### src/rtl/sysctr_pkg.sv
package sysctr_pkg;
  localparam int BUS_AW = 17;
  localparam int BUS_DW = 32;
  localparam int CMP_W  = 64;

  localparam logic [BUS_AW-1:0] OFS_CNT_LO = 17'h00008;
  localparam logic [BUS_AW-1:0] OFS_CNT_HI = 17'h0000C;
  localparam logic [BUS_AW-1:0] OFS_THR_LO = 17'h10020;
  localparam logic [BUS_AW-1:0] OFS_THR_HI = 17'h10024;
  localparam logic [BUS_AW-1:0] OFS_CTRL   = 17'h1002C;

  localparam int CTL_ARM  = 0;
  localparam int CTL_MASK = 1;
  localparam int CTL_FLAG = 2;

  typedef enum logic [2:0] {
    SEL_NONE,
    SEL_CNT_LO,
    SEL_CNT_HI,
    SEL_THR_LO,
    SEL_THR_HI,
    SEL_CTRL
  } rd_sel_e;

  typedef struct packed {
    logic thr_lo;
    logic thr_hi;
    logic ctrl;
  } wr_strobe_t;
endpackage

### src/rtl/tb_count_core.sv
module tb_count_core #(
  parameter int          CNT_W    = 56,
  parameter logic [63:0] CNT_INIT = 64'd0
) (
  input  logic             clk,
  input  logic             rst_n,
  output logic [CNT_W-1:0] count
);
  localparam logic [CNT_W-1:0] INIT_V = CNT_INIT[CNT_W-1:0];
  localparam logic [CNT_W-1:0] ONE_V  = CNT_W'(1);

  always_ff @(posedge clk or negedge rst_n) begin
    if (!rst_n) count <= INIT_V;
    else        count <= count + ONE_V;
  end

  // one step per clock, modulo 2^CNT_W
  p_count_step_r1: assert property (@(posedge clk) disable iff (!rst_n)
    rst_n |=> count == $past(count) + ONE_V);
endmodule

### src/rtl/tb_reg_decode.sv
module tb_reg_decode
  import sysctr_pkg::*;
(
  input  logic [BUS_AW-1:0] addr,
  input  logic              we,
  output wr_strobe_t        wstb,
  output rd_sel_e           rsel
);
  always_comb begin
    rsel = SEL_NONE;
    unique case (addr)
      OFS_CNT_LO: rsel = SEL_CNT_LO;
      OFS_CNT_HI: rsel = SEL_CNT_HI;
      OFS_THR_LO: rsel = SEL_THR_LO;
      OFS_THR_HI: rsel = SEL_THR_HI;
      OFS_CTRL:   rsel = SEL_CTRL;
      default:    rsel = SEL_NONE;
    endcase
  end

  always_comb begin
    wstb.thr_lo = we && (rsel == SEL_THR_LO);
    wstb.thr_hi = we && (rsel == SEL_THR_HI);
    wstb.ctrl   = we && (rsel == SEL_CTRL);
  end
endmodule

### src/rtl/tb_cmp_channel.sv
module tb_cmp_channel
  import sysctr_pkg::*;
(
  input  logic              clk,
  input  logic              rst_n,
  input  wr_strobe_t        wstb,
  input  logic [BUS_DW-1:0] wdata,
  input  logic [CMP_W-1:0]  cnt_ext,
  output logic [CMP_W-1:0]  thr,
  output logic              arm,
  output logic              mask,
  output logic              flag,
  output logic              irq
);
  logic disarm_wr;
  assign disarm_wr = wstb.ctrl && !wdata[CTL_ARM];

  always_ff @(posedge clk or negedge rst_n) begin
    if (!rst_n) begin
      thr  <= '0;
      arm  <= 1'b0;
      mask <= 1'b0;
    end else begin
      if (wstb.thr_lo) thr[31:0]  <= wdata;
      if (wstb.thr_hi) thr[63:32] <= wdata;
      if (wstb.ctrl) begin
        arm  <= wdata[CTL_ARM];
        mask <= wdata[CTL_MASK];
      end
    end
  end

  always_ff @(posedge clk or negedge rst_n) begin
    if (!rst_n)              flag <= 1'b0;
    else if (disarm_wr)      flag <= 1'b0;
    else if (!arm)           flag <= 1'b0;
    else if (thr <= cnt_ext) flag <= 1'b1;
  end

  assign irq = arm && flag && !mask;

  // an armed match sets the flag at the next edge
  p_match_sets_flag_r6: assert property (@(posedge clk) disable iff (!rst_n)
    (arm && !disarm_wr && thr <= cnt_ext) |=> flag);
  // disarming clears the flag and silences irq
  p_disarm_clears_r8: assert property (@(posedge clk) disable iff (!rst_n)
    disarm_wr |=> (!flag && !irq));
  // the threshold moves only on its own write strobes
  p_thr_stable_r4: assert property (@(posedge clk) disable iff (!rst_n)
    !(wstb.thr_lo || wstb.thr_hi) |=> $stable(thr));
endmodule

### src/rtl/sys_timebase.sv
module sys_timebase
  import sysctr_pkg::*;
#(
  parameter int          CNT_W    = 56,
  parameter logic [63:0] CNT_INIT = 64'd0
) (
  input  logic              clk,
  input  logic              rst_n,
  input  logic [16:0]       bus_addr,
  input  logic              bus_we,
  input  logic [31:0]       bus_wdata,
  output logic [31:0]       bus_rdata,
  output logic              irq
);
  logic [CNT_W-1:0] count;
  logic [CMP_W-1:0] cnt_ext;
  logic [CMP_W-1:0] thr;
  logic             arm, mask, flag;
  wr_strobe_t       wstb;
  rd_sel_e          rsel;

  tb_count_core #(.CNT_W(CNT_W), .CNT_INIT(CNT_INIT)) u_count (
    .clk(clk), .rst_n(rst_n), .count(count));

  generate
    if (CNT_W < CMP_W) begin : g_ext
      assign cnt_ext = {{(CMP_W-CNT_W){1'b0}}, count};
    end else begin : g_full
      assign cnt_ext = count[CMP_W-1:0];
    end
  endgenerate

  tb_reg_decode u_dec (
    .addr(bus_addr), .we(bus_we), .wstb(wstb), .rsel(rsel));

  tb_cmp_channel u_cmp (
    .clk(clk), .rst_n(rst_n), .wstb(wstb), .wdata(bus_wdata),
    .cnt_ext(cnt_ext), .thr(thr), .arm(arm), .mask(mask),
    .flag(flag), .irq(irq));

  always_comb begin
    bus_rdata = '0;
    unique case (rsel)
      SEL_CNT_LO: bus_rdata = cnt_ext[31:0];
      SEL_CNT_HI: bus_rdata = cnt_ext[63:32];
      SEL_THR_LO: bus_rdata = thr[31:0];
      SEL_THR_HI: bus_rdata = thr[63:32];
      SEL_CTRL: begin
        bus_rdata[CTL_ARM]  = arm;
        bus_rdata[CTL_MASK] = mask;
        bus_rdata[CTL_FLAG] = flag;
      end
      default: bus_rdata = '0;
    endcase
  end

  // while masked the interrupt stays low even as the flag is set
  p_mask_quiet_r9: assert property (@(posedge clk) disable iff (!rst_n)
    (mask && flag) |-> !irq);
endmodule

### config.mk
export PLATFORM = sky130hd
export DESIGN_NAME = sys_timebase
export DESIGN_NICKNAME = d
export VERILOG_FILES = /design/src/rtl/sysctr_pkg.sv /design/src/rtl/tb_count_core.sv /design/src/rtl/tb_reg_decode.sv /design/src/rtl/tb_cmp_channel.sv /design/src/rtl/sys_timebase.sv
export SDC_FILE = /design/constraint.sdc
export NUM_CORES = 1
export LEC_CHECK = 0
export BUFFER_PORTS_ARGS = -buffer_cell sky130_fd_sc_hd__clkbuf_2
export CAP_MARGIN = 10
export CORE_MARGIN = 2
export CORE_UTILIZATION = 55
export DETAILED_ROUTE_END_ITERATION = 6
export MAX_ROUTING_LAYER = met4
export PLACE_DENSITY = 0.83
export SLEW_MARGIN = 20
export SYNTH_ARGS = -nofsm -noshare
export SYNTH_HDL_FRONTEND = slang
export SYNTH_SLANG_ARGS = --single-unit
### constraint.sdc
create_clock -name clk -period 2.7 [get_ports clk]
set_input_delay 0 -clock clk [delete_from_list [all_inputs] [get_ports clk]]
set_output_delay 0 -clock clk [all_outputs]
set_load 0.02 [all_outputs]
Word-level counts from Yosys, hierarchy flattened
Cells that the tools add are included.
{ "word_totals": {"regBits": 123, "in_bits": 52, "word_cells": 33} }
{ "op_classes": {"n_addsub": 1, "n_lt_le_gt_ge": 1, "n_eq_ne": 11, "n_mux": 6, "n_reduce_logical": 8} }
{ "ops": {"columns": ["operator", "count"], "rows": [
  ["29-bit one-hot mux with 4 select lines", 1],
  ["64-bit by 56-bit <= comparator with 1-bit output", 1],
  ["56-bit by 1-bit adder with 56-bit output, second input constant", 1],
  ["17-bit == test, second input constant", 3],
  ["17-bit by 4-bit == test with 1-bit output, second input constant", 2],
  ["3-bit one-hot mux with 5 select lines", 2],
  ["3-bit by 2-bit == test with 1-bit output, second input constant", 2],
  ["3-bit == test, second input constant", 2],
  ["1-bit logical AND", 6],
  ["3-bit by 1-bit == test with 1-bit output, second input constant", 1],
  ["1-bit 2-to-1 mux", 3],
  ["3-bit != test, second input constant", 1],
  ["1-bit zero test", 2]
]} }

Longest topological paths before layout
{ "depth": {"word_depth": 6, "depth_mapped": 8, "ltp_nobuf": 8} }

Modules after synthesis
From an unflattened synthesis, not the netlist that was laid out.
{ "hier_totals": {"cells_unflattened": 749, "area_unflattened_um2": 7772.5} }
{ "by_module_without_submodules": {"columns": ["module", "instances", "cells_per_inst", "area_per_inst_um2", "seq_area_each_um2"], "rows": [
  ["tb_cmp_channel", 1, 371, 4096.4, 1676.6],
  ["tb_count_core", 1, 235, 2560.0, 1401.3],
  ["sys_timebase", 1, 123, 984.7, 0.0],
  ["tb_reg_decode", 1, 20, 131.4, 0.0]
]} }

Least setup slack after synthesis
No wires, ideal clock.
{ "synth_path": {"path_type": "flip-flop to flip-flop", "start": "register u_cmp.thr[56]", "end": "register u_cmp.flag", "t_arrival_ps": 1785, "t_required_ps": 2582, "slack_ps": 797, "path_stages_with_launch": 7, "synth_period_minus_slack_ps": 1903, "path_cell_list": "dfrtp_1 or4_1 nor4_2 nand4_1 a31oi_1 a2111oi_0 a21o_1"} }
{ "synth_between": {"elab_chain_cells": 2} }
{ "synth_lines": {"columns": ["item", "line", "text"], "rows": [
  ["start, declared", "tb_cmp_channel.sv:9", "output logic [CMP_W-1:0] thr,"],
  ["start signal, assigned", "tb_cmp_channel.sv:25", "if (wstb.thr_hi) thr[63:32] <= wdata;"],
  ["64-bit by 56-bit <= comparator with 1-bit output", "tb_cmp_channel.sv:37", "else if (thr <= cnt_ext) flag <= 1'b1;"],
  ["3-bit != test (no source line)", null, null],
  ["end signal, assigned", "tb_cmp_channel.sv:35", "else if (disarm_wr) flag <= 1'b0;"],
  ["end signal, assigned", "tb_cmp_channel.sv:36", "else if (!arm) flag <= 1'b0;"],
  ["end signal, assigned", "tb_cmp_channel.sv:37", null],
  ["end, declared", "tb_cmp_channel.sv:12", "output logic flag,"]
]} }
No other way between the ends.
A chain may end at the register's enable or synchronous reset.

Worst setup path after layout
{ "layout_path": {"start": "register u_cmp.thr[58]", "end": "register u_cmp.flag"} }
The elaborated chain is that of the path after synthesis.

==> impl_metrics.prom <==
# TYPE chip_impl_metric gauge
chip_impl_info{name="status",value="complete, no violations"} 1
chip_impl_metric{name="timing.setup.tns",unit="ns"} 0
chip_impl_metric{name="r2r_setup_slack",unit="ns"} 0.32
chip_impl_metric{name="port_buffers",unit=""} 84
chip_impl_metric{name="cellLeakagePower",unit="nW"} 4.37
chip_impl_info{name="cts_tree",value="done"} 1
chip_impl_metric{name="row_count",unit=""} 41
chip_impl_metric{name="r2r_cells",unit=""} 6
chip_impl_metric{name="synthesis.area",unit="mm²"} 0.00716
chip_impl_info{name="grt_setup_unrepaired",value="false"} 1
chip_impl_metric{name="cts_buffer_depth",unit=""} 2
chip_impl_metric{name="hold_viol",unit=""} 0
chip_impl_metric{name="core-area",unit="mm²"} 0.0127
chip_impl_info{name="synth_top_cells_by_area",value="sky130_fd_sc_hd__dfrtp_1, sky130_fd_sc_hd__ha_1, sky130_fd_sc_hd__xnor2_1"} 1
chip_impl_metric{name="fp.dieW",unit="µm"} 118
chip_impl_metric{name="path_clk_slew",unit="ns"} 0.05
chip_impl_info{name="timing_worst_setup_path_type",value="reg -> reg"} 1
chip_impl_metric{name="sequential_cell_area",unit="mm²"} 0.00308
chip_impl_metric{name="final.setup.worst_slack",unit="ns"} 0.317
chip_impl_metric{name="grt_antenna_before_repair",unit=""} 0
chip_impl_metric{name="synth.net_count",unit=""} 773
chip_impl_metric{name="viasPerCell",unit=""} 5.88
chip_impl_metric{name="drive_above_1_share",unit="%"} 24.0
chip_impl_metric{name="power.ir.vdd_worst",unit="mV"} 0.419
chip_impl_info{name="end_kind",value="flip-flop"} 1
chip_impl_metric{name="start_util",unit="%"} 56.5
chip_impl_metric{name="globalRouteTotalUtil",unit="%"} 27.3
chip_impl_metric{name="final_antenna_net_count",unit=""} 0
chip_impl_metric{name="final.min_clock_period",unit="ns"} 2.38
chip_impl_metric{name="fillers",unit=""} 945
chip_impl_metric{name="grtUsageMet2",unit="%"} 44.4
chip_impl_metric{name="first_iter_violations",unit=""} 521
chip_impl_info{name="synth_ff_type",value="sky130_fd_sc_hd__dfrtp_1"} 1
chip_impl_metric{name="io-pin-count",unit=""} 85
chip_impl_metric{name="yosysSeqAreaShare",unit="%"} 43.0
chip_impl_metric{name="slew_violations",unit=""} 0
chip_impl_metric{name="drcViolationCount",unit=""} 0
chip_impl_metric{name="power.density_cell_area",unit="mW/mm²"} 465
chip_impl_metric{name="area_of_combinational_cells_with_multiple_inputs",unit="mm²"} 0.00373
chip_impl_metric{name="max-slew-margin-rel",unit="%"} 52.6
chip_impl_metric{name="dr.pass1.iters",unit=""} 7
chip_impl_metric{name="timing.fmax",unit="GHz"} 0.420
chip_impl_metric{name="insertion_delay",unit="ns"} 0.42
chip_impl_metric{name="half_perimeter_wire_length_after_detailed_placement",unit="mm"} 12.7
chip_impl_metric{name="timing.final.crit_share",unit="%"} 88.3
chip_impl_metric{name="grt_max_degree",unit=""} 55
chip_impl_metric{name="post_placement_cell_count",unit=""} 911
chip_impl_metric{name="postCtsSetupBuffers",unit=""} 0
chip_impl_metric{name="synth_area_per_cell",unit="µm²"} 10.8
chip_impl_info{name="reg_to_reg_critical_path_endpoint",value="u_cmp.flag$_DFFE_PN0P_"} 1
chip_impl_info{name="worst_setup_path_start_kind",value="flip-flop"} 1
chip_impl_metric{name="wl_per_cell",unit="µm"} 18.2
chip_impl_metric{name="skew",unit="ns"} 0.00827
chip_impl_metric{name="yosys.area.top_type_share",unit="%"} 43.0
chip_impl_info{name="netlist.top_cell.by_area",value="sky130_fd_sc_hd__dfrtp_1"} 1
chip_impl_metric{name="cp_data_required_time",unit="ns"} 3.01
chip_impl_metric{name="timing.critical_path.fanout_max",unit=""} 4
chip_impl_info{name="startpoint_of_the_most_critical_register_to_register_path",value="u_cmp.thr[58]$_DFFE_PN0P_"} 1
chip_impl_metric{name="grt_pass1_vias",unit=""} 5960
chip_impl_metric{name="netlist_instances",unit=""} 664
chip_impl_info{name="worst_setup_path_startpoint",value="u_cmp.thr[58]$_DFFE_PN0P_"} 1
chip_impl_info{name="cts.root.buffer_cell",value="sky130_fd_sc_hd__clkbuf_16"} 1
chip_impl_metric{name="gr-total-overflow",unit=""} 0
chip_impl_metric{name="die_outline_height",unit="µm"} 118
chip_impl_metric{name="worst_margin_pin_slew",unit="ns"} 0.711
chip_impl_metric{name="worstPathArrival",unit="ns"} 2.70
chip_impl_metric{name="htree_levels",unit=""} 4
chip_impl_metric{name="synth_warnings",unit=""} 0
chip_impl_metric{name="cts_inserted_buffers",unit=""} 17
chip_impl_metric{name="routability_cong",unit=""} 0.924
chip_impl_metric{name="hold_slack",unit="ns"} 0.0838
chip_impl_metric{name="ys_ff_latch",unit=""} 123
chip_impl_metric{name="grt_util_met1",unit="%"} 33.7
chip_impl_metric{name="drv.max_cap_violation_count",unit=""} 0
chip_impl_metric{name="area_growth",unit="%"} 20.6
chip_impl_metric{name="finalSetupViolCount",unit=""} 0
chip_impl_metric{name="gr-usage-met3",unit="%"} 5.81
chip_impl_info{name="worst_hold_path_type",value="in -> reg"} 1
chip_impl_metric{name="synth-edff-count",unit=""} 0
chip_impl_info{name="critPathCapture",value="u_cmp.flag$_DFFE_PN0P_"} 1
chip_impl_info{name="leading_post_synthesis_cells_by_instance_count",value="sky130_fd_sc_hd__dfrtp_1, sky130_fd_sc_hd__nand2_1, sky130_fd_sc_hd__inv_1, sky130_fd_sc_hd__ha_1, sky130_fd_sc_hd__xnor2_1"} 1
chip_impl_info{name="top_count_cell_post_synth",value="sky130_fd_sc_hd__dfrtp_1"} 1
chip_impl_metric{name="dr_total_vias",unit=""} 5705
chip_impl_metric{name="ys_async_sr_fraction",unit="%"} 100
chip_impl_metric{name="detailedPlace.worstSlack",unit="ns"} 0.386
chip_impl_metric{name="final_cell_count_no_fill",unit=""} 971
chip_impl_info{name="top_usage_layer",value="met2"} 1
chip_impl_metric{name="final_stage_net_count",unit=""} 900
chip_impl_metric{name="grt_first_pass_wirelength",unit="mm"} 29.5
chip_impl_metric{name="die_area",unit="mm²"} 0.0139
chip_impl_metric{name="finalWirelength",unit="mm"} 17.7
chip_impl_metric{name="clock_sinks",unit=""} 123
chip_impl_metric{name="netlist-cell-type-count",unit=""} 48
chip_impl_metric{name="antennaDiodeCount",unit=""} 0
-- layout by cell type (no fill, tap or decap), types with 29 or more instances in the layout --
master                          count
sky130_fd_sc_hd__mux2_4            30
sky130_fd_sc_hd__ha_1              57
sky130_fd_sc_hd__a222oi_1          29
sky130_fd_sc_hd__inv_1             67
sky130_fd_sc_hd__mux2_2            35
sky130_fd_sc_hd__clkbuf_2          83
sky130_fd_sc_hd__nand2_1           74
sky130_fd_sc_hd__dfrtp_1          123
sky130_fd_sc_hd__dlygate4sd3_1     33
sky130_fd_sc_hd__xnor2_1           53
-- power breakdown --
group	leakage, nW	internal (mW)	switching (mW)	total, mW
logic	2.41	0.0680	0.0711	0.139
registers	1.70	1.85	0.000188	1.85
clock network	0.254	1.28	0.751	2.03
total	4.37	3.19	0.823	4.02
-- worst min path at each step --
stage | endpoint | slack, ns | startpoint | cells past startpoint
floorplan | u_cmp.arm$_DFFE_PN0P_ | -0.30 | rst_n | 0
global placement | u_cmp.thr[10]$_DFFE_PN0P_ | 0.09 | rst_n | 1
detailed placement | u_cmp.thr[10]$_DFFE_PN0P_ | 0.11 | rst_n | 1
CTS | u_cmp.mask$_DFFE_PN0P_ | 0.08 | bus_we | 4
global route | u_cmp.mask$_DFFE_PN0P_ | 0.13 | bus_we | 4
finish | u_cmp.arm$_DFFE_PN0P_ | 0.08 | bus_we | 4
-- cell type report --
class                      instances  area share [%]
tap                              172            2.49
sequential                       123            35.7
clock inverter                     4           0.522
timing repair buffer             128            9.83
clock buffer                      23            5.42
inverter                          67            2.91
multi-input combinational        454            43.2
-- metrics by stage --
stage	total power, mW	util [%]	area, µm²
final	4.02	68.1	8630
after floorplan	1.89	-	7160
after detailed placement	1.98	61.5	7790
after global routing	4.13	68.1	8630
after CTS	4.04	68.1	8630
after global placement	1.98	61.5	7790
-- sequential cells by signal, summed over array words and instances (netlist names) --
name and flops:
u_cmp.arm 1, u_cmp.flag 1, u_cmp.mask 1, u_cmp.thr 64, u_count.count 56
-- worst max-delay path, stage by stage, from the launching register on --
cell	delay [ns]
sky130_fd_sc_hd__dfrtp_1	0.40
sky130_fd_sc_hd__or4_1	0.59
sky130_fd_sc_hd__nor4_2	0.60
sky130_fd_sc_hd__nand4_1	0.24
sky130_fd_sc_hd__a31oi_1	0.19
sky130_fd_sc_hd__a2111oi_0	0.09
sky130_fd_sc_hd__a21o_1	0.17
-- logic make-up after synthesis --
kind of cell    count (synthesis)  synth area share [%]
mux                            69                  12.4
buf+inv                        87                  4.98
simple gates                  193                  14.0
compound gates                 81                  9.02
fa+ha+maj                      57                  9.96
xor+xnor                       54                  6.61
flops                         123                  43.0
-- metal layers --
layer,vias to the layer above,wire length (µm)
met5,-,0
met2,231,8770
met4,0,249
met1,2798,7540
li1,2653,-
met3,23,1120
-- repair_timing --
item	4_1_cts	5_1_grt
gates resized for setup	0	0
hold buffers	33	0
endpoints found under the setup margin	0	0
endpoints found under the hold margin	117	0
No activity file was read; power rests on OpenSTA's default activity.
